### config.mk
export PLATFORM = sky130hd
export DESIGN_NAME = seg_xlate
export DESIGN_NICKNAME = d
export VERILOG_FILES = /design/src/rtl/seg_xlat_pkg.sv /design/src/rtl/seg_fetch_fsm.sv /design/src/rtl/seg_cache_file.sv /design/src/rtl/seg_check.sv /design/src/rtl/seg_xlate.sv
export SDC_FILE = /design/constraint.sdc
export NUM_CORES = 1
export LEC_CHECK = 0
export BUFFER_PORTS_ARGS = -buffer_cell sky130_fd_sc_hd__buf_2
export CAP_MARGIN = 30
export CORE_MARGIN = 5
export CORE_UTILIZATION = 40
export DETAILED_ROUTE_END_ITERATION = 8
export GPL_TIMING_DRIVEN = 0
export PLACE_DENSITY = 0.61
export SYNTH_ARGS = -nofsm -noshare
export SYNTH_HDL_FRONTEND = slang
export SYNTH_SLANG_ARGS = --single-unit
### constraint.sdc
create_clock -name clk -period 4.2 [get_ports clk]
set_input_delay 0.84 -clock clk [delete_from_list [all_inputs] [get_ports clk]]
set_output_delay 0.84 -clock clk [all_outputs]
set_load 0.005 [all_outputs]
### src/rtl/seg_xlat_pkg.sv
package seg_xlat_pkg;

    typedef enum logic [2:0] {
        FC_NONE   = 3'd0,
        FC_NULL   = 3'd1,
        FC_TABLE  = 3'd2,
        FC_LIMIT  = 3'd3,
        FC_WRPROT = 3'd4,
        FC_PRIV   = 3'd5
    } fault_e;

    typedef struct packed {
        logic        is_null;
        logic [31:0] base;
        logic [31:0] max_off;
        logic        wr_ok;
        logic [1:0]  dpl;
        logic [1:0]  rpl;
    } seg_cache_t;

    localparam seg_cache_t NULL_ENTRY = '{is_null: 1'b1, base: '0, max_off: '0,
                                          wr_ok: 1'b0, dpl: 2'd0, rpl: 2'd0};

    // Decode the two descriptor words into a cache entry (layout in R5).
    function automatic seg_cache_t decode_desc(input logic [31:0] lo,
                                               input logic [31:0] hi,
                                               input logic [1:0]  rpl);
        seg_cache_t e;
        logic [19:0] lim;
        lim       = {hi[19:16], lo[15:0]};
        e.is_null = 1'b0;
        e.base    = {hi[31:24], hi[7:0], lo[31:16]};
        e.max_off = hi[23] ? {lim, 12'hFFF} : {12'h000, lim};
        e.wr_ok   = hi[9];
        e.dpl     = hi[14:13];
        e.rpl     = rpl;
        return e;
    endfunction

endpackage

### src/rtl/seg_fetch_fsm.sv
module seg_fetch_fsm
    import seg_xlat_pkg::*;
#(
    parameter int NSEG  = 4,
    parameter int SEG_W = $clog2(NSEG)
) (
    input  logic             clk,
    input  logic             rst_n,
    input  logic [31:0]      gdt_base,
    input  logic [15:0]      gdt_limit,
    input  logic [31:0]      ldt_base,
    input  logic [15:0]      ldt_limit,
    input  logic             load_valid,
    input  logic [SEG_W-1:0] load_seg,
    input  logic [15:0]      load_sel,
    output logic             ld_ready,
    output logic             ld_done,
    output logic [2:0]       ld_code,
    output logic [NSEG-1:0]  busy,
    output logic             mem_req,
    output logic [31:0]      mem_addr,
    input  logic             mem_rvalid,
    input  logic [31:0]      mem_rdata,
    output logic             wr_en,
    output logic [SEG_W-1:0] wr_seg,
    output seg_cache_t       wr_entry
);

    typedef enum logic [1:0] {ST_IDLE, ST_RD_LO, ST_RD_HI, ST_DONE} fetch_st_e;

    fetch_st_e        state, nxt;
    logic [SEG_W-1:0] seg_q;
    logic [1:0]       rpl_q;
    logic [31:0]      addr_q, lo_q, hi_q;
    logic             skip_q, fault_q;

    logic        sel_local, sel_null, tbl_over;
    logic [15:0] byte_off, tbl_lim;
    logic [31:0] tbl_base;

    always_comb begin
        sel_local = load_sel[2];
        byte_off  = {load_sel[15:3], 3'b000};
        tbl_base  = sel_local ? ldt_base  : gdt_base;
        tbl_lim   = sel_local ? ldt_limit : gdt_limit;
        sel_null  = !sel_local && (load_sel[15:3] == 13'd0);
        tbl_over  = (byte_off | 16'h0007) > tbl_lim;
    end

    // next-state logic
    always_comb begin
        nxt = state;
        unique case (state)
            ST_IDLE:  if (load_valid) nxt = (sel_null || tbl_over) ? ST_DONE : ST_RD_LO;
            ST_RD_LO: if (mem_rvalid) nxt = ST_RD_HI;
            ST_RD_HI: if (mem_rvalid) nxt = ST_DONE;
            ST_DONE:  nxt = ST_IDLE;
        endcase
    end

    // state register
    always_ff @(posedge clk or negedge rst_n) begin
        if (!rst_n) state <= ST_IDLE;
        else        state <= nxt;
    end

    // captured load context and descriptor words
    always_ff @(posedge clk or negedge rst_n) begin
        if (!rst_n) begin
            seg_q <= '0; rpl_q <= '0; addr_q <= '0;
            lo_q <= '0; hi_q <= '0; skip_q <= 1'b0; fault_q <= 1'b0;
        end else begin
            if (state == ST_IDLE && load_valid) begin
                seg_q   <= load_seg;
                rpl_q   <= load_sel[1:0];
                addr_q  <= tbl_base + {16'h0000, byte_off};
                skip_q  <= sel_null;
                fault_q <= !sel_null && tbl_over;
            end
            if (state == ST_RD_LO && mem_rvalid) lo_q <= mem_rdata;
            if (state == ST_RD_HI && mem_rvalid) hi_q <= mem_rdata;
        end
    end

    // outputs
    always_comb begin
        ld_ready = 1'b0;
        ld_done  = 1'b0;
        ld_code  = FC_NONE;
        mem_req  = 1'b0;
        mem_addr = addr_q;
        busy     = '0;
        wr_en    = 1'b0;
        wr_seg   = seg_q;
        wr_entry = skip_q ? NULL_ENTRY : decode_desc(lo_q, hi_q, rpl_q);
        unique case (state)
            ST_IDLE:  ld_ready = 1'b1;
            ST_RD_LO: begin
                mem_req = 1'b1;
                busy[seg_q] = 1'b1;
            end
            ST_RD_HI: begin
                mem_req  = 1'b1;
                mem_addr = addr_q + 32'd4;
                busy[seg_q] = 1'b1;
            end
            ST_DONE: begin
                ld_done = 1'b1;
                ld_code = fault_q ? FC_TABLE : FC_NONE;
                wr_en   = !fault_q;
                busy[seg_q] = 1'b1;
            end
        endcase
    end

    a_r10_busy_onehot: assert property (@(posedge clk) disable iff (!rst_n)
        $onehot0(busy));
    a_r1_addr_hold: assert property (@(posedge clk) disable iff (!rst_n)
        (mem_req && !mem_rvalid) |=> $stable(mem_addr));
    a_r3_null_no_read: assert property (@(posedge clk) disable iff (!rst_n)
        (ld_ready && load_valid && sel_null) |=> !mem_req);
    a_r2_table_no_read: assert property (@(posedge clk) disable iff (!rst_n)
        (ld_ready && load_valid && tbl_over) |=> !mem_req);
    a_r10_free_after_done: assert property (@(posedge clk) disable iff (!rst_n)
        ld_done |=> (busy == '0 && ld_ready));

endmodule

### src/rtl/seg_cache_file.sv
module seg_cache_file
    import seg_xlat_pkg::*;
#(
    parameter int NSEG  = 4,
    parameter int SEG_W = $clog2(NSEG)
) (
    input  logic             clk,
    input  logic             rst_n,
    input  logic             wr_en,
    input  logic [SEG_W-1:0] wr_seg,
    input  seg_cache_t       wr_entry,
    input  logic [SEG_W-1:0] rd_seg,
    output seg_cache_t       rd_entry
);

    seg_cache_t slot [NSEG];

    for (genvar g = 0; g < NSEG; g++) begin : g_slot
        always_ff @(posedge clk or negedge rst_n) begin
            if (!rst_n)                                 slot[g] <= NULL_ENTRY;
            else if (wr_en && wr_seg == SEG_W'(g))      slot[g] <= wr_entry;
        end
    end

    assign rd_entry = slot[rd_seg];

endmodule

### src/rtl/seg_check.sv
module seg_check
    import seg_xlat_pkg::*;
(
    input  seg_cache_t  entry,
    input  logic [31:0] off,
    input  logic        write,
    output fault_e      code,
    output logic [31:0] addr
);

    always_comb begin
        if (entry.is_null)               code = FC_NULL;
        else if (entry.rpl > entry.dpl)  code = FC_PRIV;
        else if (off > entry.max_off)    code = FC_LIMIT;
        else if (write && !entry.wr_ok)  code = FC_WRPROT;
        else                             code = FC_NONE;
        addr = (code == FC_NONE) ? entry.base + off : 32'd0;
    end

endmodule

### src/rtl/seg_xlate.sv
module seg_xlate
    import seg_xlat_pkg::*;
#(
    parameter int NSEG  = 4,
    parameter int SEG_W = $clog2(NSEG)
) (
    input  logic             clk,
    input  logic             rst_n,
    input  logic [31:0]      gdt_base,
    input  logic [15:0]      gdt_limit,
    input  logic [31:0]      ldt_base,
    input  logic [15:0]      ldt_limit,
    input  logic             load_valid,
    input  logic [SEG_W-1:0] load_seg,
    input  logic [15:0]      load_sel,
    output logic             ld_ready,
    output logic             ld_done,
    output logic [2:0]       ld_code,
    output logic [NSEG-1:0]  busy,
    output logic             mem_req,
    output logic [31:0]      mem_addr,
    input  logic             mem_rvalid,
    input  logic [31:0]      mem_rdata,
    input  logic             acc_valid,
    input  logic [SEG_W-1:0] acc_seg,
    input  logic [31:0]      acc_off,
    input  logic             acc_write,
    output logic             acc_done,
    output logic [2:0]       acc_code,
    output logic [31:0]      lin_addr
);

    logic             wr_en;
    logic [SEG_W-1:0] wr_seg;
    seg_cache_t       wr_entry, rd_entry;
    fault_e           chk_code;
    logic [31:0]      chk_addr;
    logic             acc_take;

    seg_fetch_fsm #(.NSEG(NSEG), .SEG_W(SEG_W)) u_fetch (
        .clk, .rst_n, .gdt_base, .gdt_limit, .ldt_base, .ldt_limit,
        .load_valid, .load_seg, .load_sel, .ld_ready, .ld_done, .ld_code,
        .busy, .mem_req, .mem_addr, .mem_rvalid, .mem_rdata,
        .wr_en, .wr_seg, .wr_entry
    );

    seg_cache_file #(.NSEG(NSEG), .SEG_W(SEG_W)) u_cache (
        .clk, .rst_n, .wr_en, .wr_seg, .wr_entry,
        .rd_seg(acc_seg), .rd_entry
    );

    seg_check u_check (
        .entry(rd_entry), .off(acc_off), .write(acc_write),
        .code(chk_code), .addr(chk_addr)
    );

    assign acc_take = acc_valid && !busy[acc_seg];

    always_ff @(posedge clk or negedge rst_n) begin
        if (!rst_n) begin
            acc_done <= 1'b0;
            acc_code <= FC_NONE;
            lin_addr <= '0;
        end else begin
            acc_done <= acc_take;
            acc_code <= acc_take ? chk_code : FC_NONE;
            lin_addr <= acc_take ? chk_addr : 32'd0;
        end
    end

    a_r11_done_after_req: assert property (@(posedge clk) disable iff (!rst_n)
        acc_done |-> $past(acc_valid));
    a_r10_stall_busy: assert property (@(posedge clk) disable iff (!rst_n)
        (acc_valid && busy[acc_seg]) |=> !acc_done);
    a_r11_fault_zero_addr: assert property (@(posedge clk) disable iff (!rst_n)
        (acc_done && acc_code != 3'd0) |-> lin_addr == 32'd0);

endmodule

# Word level (Yosys, flattened, before mapping)

Cells that the tools add are included.

Reductions and logical operators: 25
Muxes and demuxes: 31
Magnitude comparators: 7
Bitwise logic cells: 1
Add/subtract/negate cells: 3
Equality and inequality tests: 9

Operators by type and width:

| kind                                                                          | number |
|---|---|
| 70-bit 2-to-1 mux                                                             | 3 |
| 32-bit 2-to-1 mux                                                             | 5 |
| 70-bit binary-select mux with 2-bit select                                    | 1 |
| 32-bit by 16-bit adder with 32-bit output                                     | 1 |
| 32-bit by 3-bit adder with 32-bit output (second input constant)              | 1 |
| 32-bit adder                                                                  | 1 |
| 32-bit greater-than comparator                                                | 1 |
| 3-bit 2-to-1 mux                                                              | 6 |
| 16-bit greater-than comparator                                                | 1 |
| 16-bit 2-to-1 mux                                                             | 1 |
| 13-bit zero test                                                              | 1 |
| 1-bit logical AND                                                             | 12 |
| 2-bit 2-to-1 mux                                                              | 5 |
| 2-bit equality test (second input constant)                                   | 4 |
| 2-bit one-hot mux with 4 select lines                                         | 1 |
| 2-bit by 3-bit less-than comparator with 1-bit output (second input constant) | 2 |
| 1-bit 2-to-1 mux                                                              | 6 |
| 2-bit inequality test (second input constant)                                 | 3 |
| 1-bit zero test                                                               | 5 |
| 2-bit by 1-bit equality test with 1-bit output (second input constant)        | 2 |
| 2-bit zero test                                                               | 2 |
| 4-bit 2-to-1 mux                                                              | 1 |
| 3-bit >= comparator (second input constant)                                   | 1 |
| 3-bit zero test                                                               | 1 |
| 9 further kinds                                                               | 9 |

Logic and storage cells: 111
Output and inout port bits: 78
Input bits: 186
Register bits: 420

# Depth between registers and ports, before layout

Depth in word-level cells: 13
Depth in mapped cells: 16
Gate-level depth less buffers: 12

# By module

From an unflattened synthesis, not the netlist that was laid out.

Cells, all modules: 1,932
Area total of the unflattened synthesis: 23,272.3 um2

Modules (own cells, without submodules):

| module         | area an instance (um2) | cells each | sequential area each (um2) | times used |
|---|---|---|---|---|
| seg_cache_file | 12,000.3               | 678        | 7,011.7                    | 1 |
| seg_fetch_fsm  | 6,652.6                | 691        | 2,402.3                    | 1 |
| seg_check      | 2,711.4                | 399        | 0.0                        | 1 |
| seg_xlate      | 1,908.1                | 164        | 900.9                      | 1 |

# Least setup slack after synthesis

Ideal clock, no wire load.

Path kind: input -> register
From: in acc_seg[0]
To: reg lin_addr[26]
Cell stages on the path: 13
Slack: -0.172 ns
Data arrival time: 4.237 ns
Setup time: 0.134 ns
Data required time: 4.066 ns
Buffers on the path: 3
Cell sequence: clkbuf_1 buf_2 buf_2 mux4_2 fa_1 a21o_1 a311o_1 nand3_1 nand3_1 a211oi_1 o21ai_0 xnor2_1 nor2_1

Longest elaborated chain between the ends: 13
Elaborated cells on any way between the ends: 20
Those cells by class: add/sub (1); order compare (2); mux (11); bitwise (1); reduce/logical (5)

RTL lines:

| what                                                                    | line            | RTL |
|---|---|---|
| start, declared                                                         | seg_xlate.sv:25 | `input logic [SEG_W-1:0] acc_seg,` |
| branches (longest 12 deep; another with 32-bit greater-than comparator) | --              |  |
| 32-bit 2-to-1 mux *                                                     | seg_xlate.sv:67 | `lin_addr <= acc_take ? chk_addr : 32'd0;` |
| end signal, assigned                                                    | seg_xlate.sv:67 |  |
| end, declared                                                           | seg_xlate.sv:30 | `output logic [31:0] lin_addr` |

Mark *: on every way between the ends. The select of a mux whose other input is x is not followed.
A chain may end at the register's enable or synchronous reset.

# Final worst setup path

From: in acc_seg[1]
To: reg lin_addr[26]

Same word-level chain as after synthesis.

==> results.sh <==
export IMPL_synth_area_um2=21510
export IMPL_grtUsageMet3=0.05174
export IMPL_yosysWarnings=0
export IMPL_tightest_slew_ps=821.9
export IMPL_synthArstFlopShare=1.000
export IMPL_drtIter0Drc=1355
export IMPL_synth_top_area_cell="dfrtp_1"
export IMPL_grt_pass1_vias=18180
export IMPL_p_total_w=0.01777
export IMPL_dpl_worst_slack_ps=-1550
export IMPL_status="complete, no violations"
export IMPL_critPathLaunchType="input port"
export IMPL_synth_xor_area_share=0.03543
export IMPL_rr_endpoint="lin_addr[26]"
export IMPL_drtAntennaViolNets=0
export IMPL_clkLatencyLatePin_ps=580
export IMPL_finalCriticalPeriod_ps=4084
export IMPL_synth_cells=2079
export IMPL_synth_edf_count=0
export IMPL_hpwl_um=52440
export IMPL_synth_seq_area_share=0.4796
export IMPL_grt_max_degree=124
export IMPL_ys_types=77
export IMPL_viasPerCell=5.590
export IMPL_io_pins=264
export IMPL_cts_buffers=47
export IMPL_switching_power_w=0.006653
export IMPL_synth_area_mux_share=0.1324
export IMPL_vias=17480
export IMPL_intPower_w=0.01112
export IMPL_ys_flop_type="dfrtp_1"
export IMPL_io_buffer_count=258
export IMPL_final_cell_mix="408 x dfrtp_1, 376 x nand2_1, 329 x o21ai_0"
export IMPL_syn_avg_cell_area_um2=10.35
export IMPL_final_util=0.4777
export IMPL_clock_sinks=412
export IMPL_use_met1=0.3006
export IMPL_rsz0062_at_grt="false"
export IMPL_worstPathArrival_ps=4530
export IMPL_cts_tree="done"
export IMPL_cp_cell_sequence="clkbuf_2 > buf_2 > clkbuf_2 > mux4_2 > fa_1 > a21o_1 > a311o_1 > nand3_1 > nand3_1 > buf_4 > a211oi_4 > o21ai_0 > xnor2_1 > nor2_1"
export IMPL_slowest_stage="fa_1"
export IMPL_first_pass_iters=5
export IMPL_cts_buffer_depth=3
export IMPL_worstSetupPathType="input port to flip-flop"
export IMPL_synth_top_family_by_area="compound AO/OA/AOI/OAI gates"
export IMPL_hold_viol=0
export IMPL_clkPwrFrac=0.246
export IMPL_cts_root_buffer="clkbuf_16"
export IMPL_grt_pass1_wl_um=108000
export IMPL_yosys_register_bits=412
export IMPL_grtUsageTotal=0.2347
export IMPL_h_tree_depth=2
export IMPL_start_util=0.4021
export IMPL_gp_congestion=0.9318
export IMPL_period_share=0.9723
export IMPL_synth_area_leaders="dfrtp_1 47%, o21ai_0 7.7%, mux4_2 7.3%"
export IMPL_crit_family="buffers and inverters"
export IMPL_report_final_slew_viol_count=0
export IMPL_drc=0
export IMPL_p_sw_frac=0.3743
export IMPL_finalWorstSetupSlack_ps=116.3
export IMPL_clock_skew_ps=15.00
export IMPL_worstPathMaxFanout=10
export IMPL_die_w_um=241.9
export IMPL_clk_pin_slew_ps=60
export IMPL_drive_above_1_share=0.2298
export IMPL_crit_required_ps=4650
export IMPL_cpPeakStageDelay_ps=450
export IMPL_synthAdderAreaFrac=0.05770
export IMPL_rows=85
export IMPL_setup_violations=0
export IMPL_grtUsageMet2=0.3935
export IMPL_worstRegToRegCells=12
export IMPL_overflow=0
export IMPL_hp_class="input port to asynchronous set/reset pin"
export IMPL_core_area_um2=53500
export IMPL_grt_busiest_layer="met2"
export IMPL_nNetsFinal=2677
export IMPL_synthSimpleGateAreaFrac=0.1286
export IMPL_end_kind="flip-flop"
export IMPL_die_h_um=241.9
export IMPL_yosys_area_top_type_share=0.4747
export IMPL_syn_to_final_growth_pct=18.80
export IMPL_mostFrequentLayoutCell="dfrtp_1"
export IMPL_cts_hold_buf=0
export IMPL_fmax_mhz=244.9
export IMPL_p_leak_nw=11.98
export IMPL_finalWirelength_um=69420
export IMPL_seqPwrFrac=0.378
export IMPL_p_per_area_nw_per_um2=695.6
export IMPL_rrSetupSlack_ps=800
export IMPL_timing_rr_start="u_cache.slot[37]"
export IMPL_cap_violations=0
export IMPL_synth_compound_area_frac=0.1336
export IMPL_p_comb_frac=0.376
export IMPL_die_area_um2=58510
export IMPL_peakVddDrop_uv=292.0
export IMPL_path_buf_inv=4
export IMPL_antenna_found_initial=10
export IMPL_wire_per_inst_um=22.19
export IMPL_relSlewSlack=0.4521
[power groups by stage]
| stage | Combinational (W) | Sequential (W) | Clock [W] |
|---|---|---|---|
| final | 0.00668 | 0.00673 | 0.00437 |
| after global routing | 0.00748 | 0.00691 | 0.00460 |
| after CTS | 0.00665 | 0.00671 | 0.00444 |
| after detailed placement | 0.00659 | 0.00677 | 0 |
| after global placement | 0.00640 | 0.00668 | 0 |
| after floorplan | 0.00450 | 0.00637 | 0 |
[cells in the mapped netlist (4+ instances only)]
| library cell | n |
|---|---|
| nand4_1 | 19 |
| nand2b_1 | 44 |
| nor2b_1 | 13 |
| nor4_1 | 11 |
| dfrtp_1 | 408 |
| mux4_2 | 70 |
| o21bai_1 | 17 |
| a21oi_1 | 47 |
| and2_1 | 5 |
| ha_1 | 96 |
| dfstp_2 | 4 |
| a31oi_1 | 6 |
| and4_1 | 6 |
| or2_2 | 9 |
| a211oi_1 | 7 |
| clkbuf_1 | 93 |
| o21ai_0 | 330 |
| a21o_1 | 24 |
| buf_1 | 6 |
| mux2_2 | 80 |
| o22ai_1 | 4 |
| nor2_1 | 71 |
| mux2i_1 | 37 |
| nand3_1 | 26 |
| o31ai_1 | 5 |
| and3_1 | 9 |
| o211ai_1 | 9 |
| xor2_1 | 42 |
| inv_1 | 60 |
| nand2_1 | 376 |
| nor3_1 | 12 |
| buf_4 | 4 |
| xnor2_1 | 45 |
| buf_2 | 14 |
| o21a_1 | 10 |
[what timing repair did]
action                     4_1_cts  5_1_grt
buffers inserted                 0        3
cloned                           0        0
hold endpoints to repair         0        0
pin swaps                        0        2
resized for setup               17       13
setup endpoints to repair       43       48
[worst max-delay path by stage]
stage | cells after the start | startpoint | to
2_1_floorplan | 13 | acc_seg[1] | lin_addr[26]
3_3_place_gp | 1 | rst_n | u_cache.slot[256]
3_5_place_dp | 13 | acc_seg[1] | lin_addr[24]
4_1_cts | 13 | acc_seg[0] | lin_addr[26]
5_1_grt | 16 | load_sel[2] | u_fetch.addr_q[24]
6_report | 14 | acc_seg[1] | lin_addr[26]
[per-layer routing]
metal	vias up	routed length [um]
met3	132	4990
met2	644	33500
li1	7936	-
met1	8762	28140
met5	-	54
met4	10	2735
[worst reg2reg max path, cell delays in order (launching register included)]
cell and delay, ps:
dfrtp_1 380, mux4_2 480, ha_1 240, fa_1 420
a21o_1 200, a311o_1 440, nand3_1 130, nand3_1 90
buf_4 190, a211oi_4 300, o21ai_0 180, xnor2_1 170
nor2_1 50
[area by class of cell]
cell class	count	area, um^2
fillers	5011	27940
multi-input cells	1490	10570
flip-flops and latches	412	10310
repair buffers	265	1411
clock buffers	68	1368
well taps	696	870.8
plain buffers	117	511.7
clock inverters	16	270.3
inverters	60	225.2
diodes	4	10.01
[metrics by stage]
step	cell area (um^2)	setup TNS [ps]	hold WS (ps)	instances
global placement	23680	-2367950	456.2	3034
floorplan	21520	0	444.6	2080
finish	25550	0	224.6	3128
global route	25550	0	289.8	3125
detailed placement	23780	-57290	465.0	3038
CTS	25470	0	265.5	3122
[flip-flops by register name, indices dropped and copies added, names as in the netlist]
signal,count
u_cache.slot,280
lin_addr,32
u_fetch.addr_q,32
u_fetch.lo_q,32
u_fetch.hi_q,24
acc_code,3
u_fetch.rpl_q,2
u_fetch.state,2
u_fetch.wr_seg,2
acc_done,1
u_fetch.fault_q,1
u_fetch.skip_q,1
[cells by family after synthesis]
family / after synthesis
AOI/OAI and AO/OA: 496
xor gates and xnor gates: 87
adders and majority gates: 98
buffers and inverters: 178
DFF: 412
muxes: 187
other: 1
and+or+nand+nor: 620
Power figures use the tool's default switching activity.
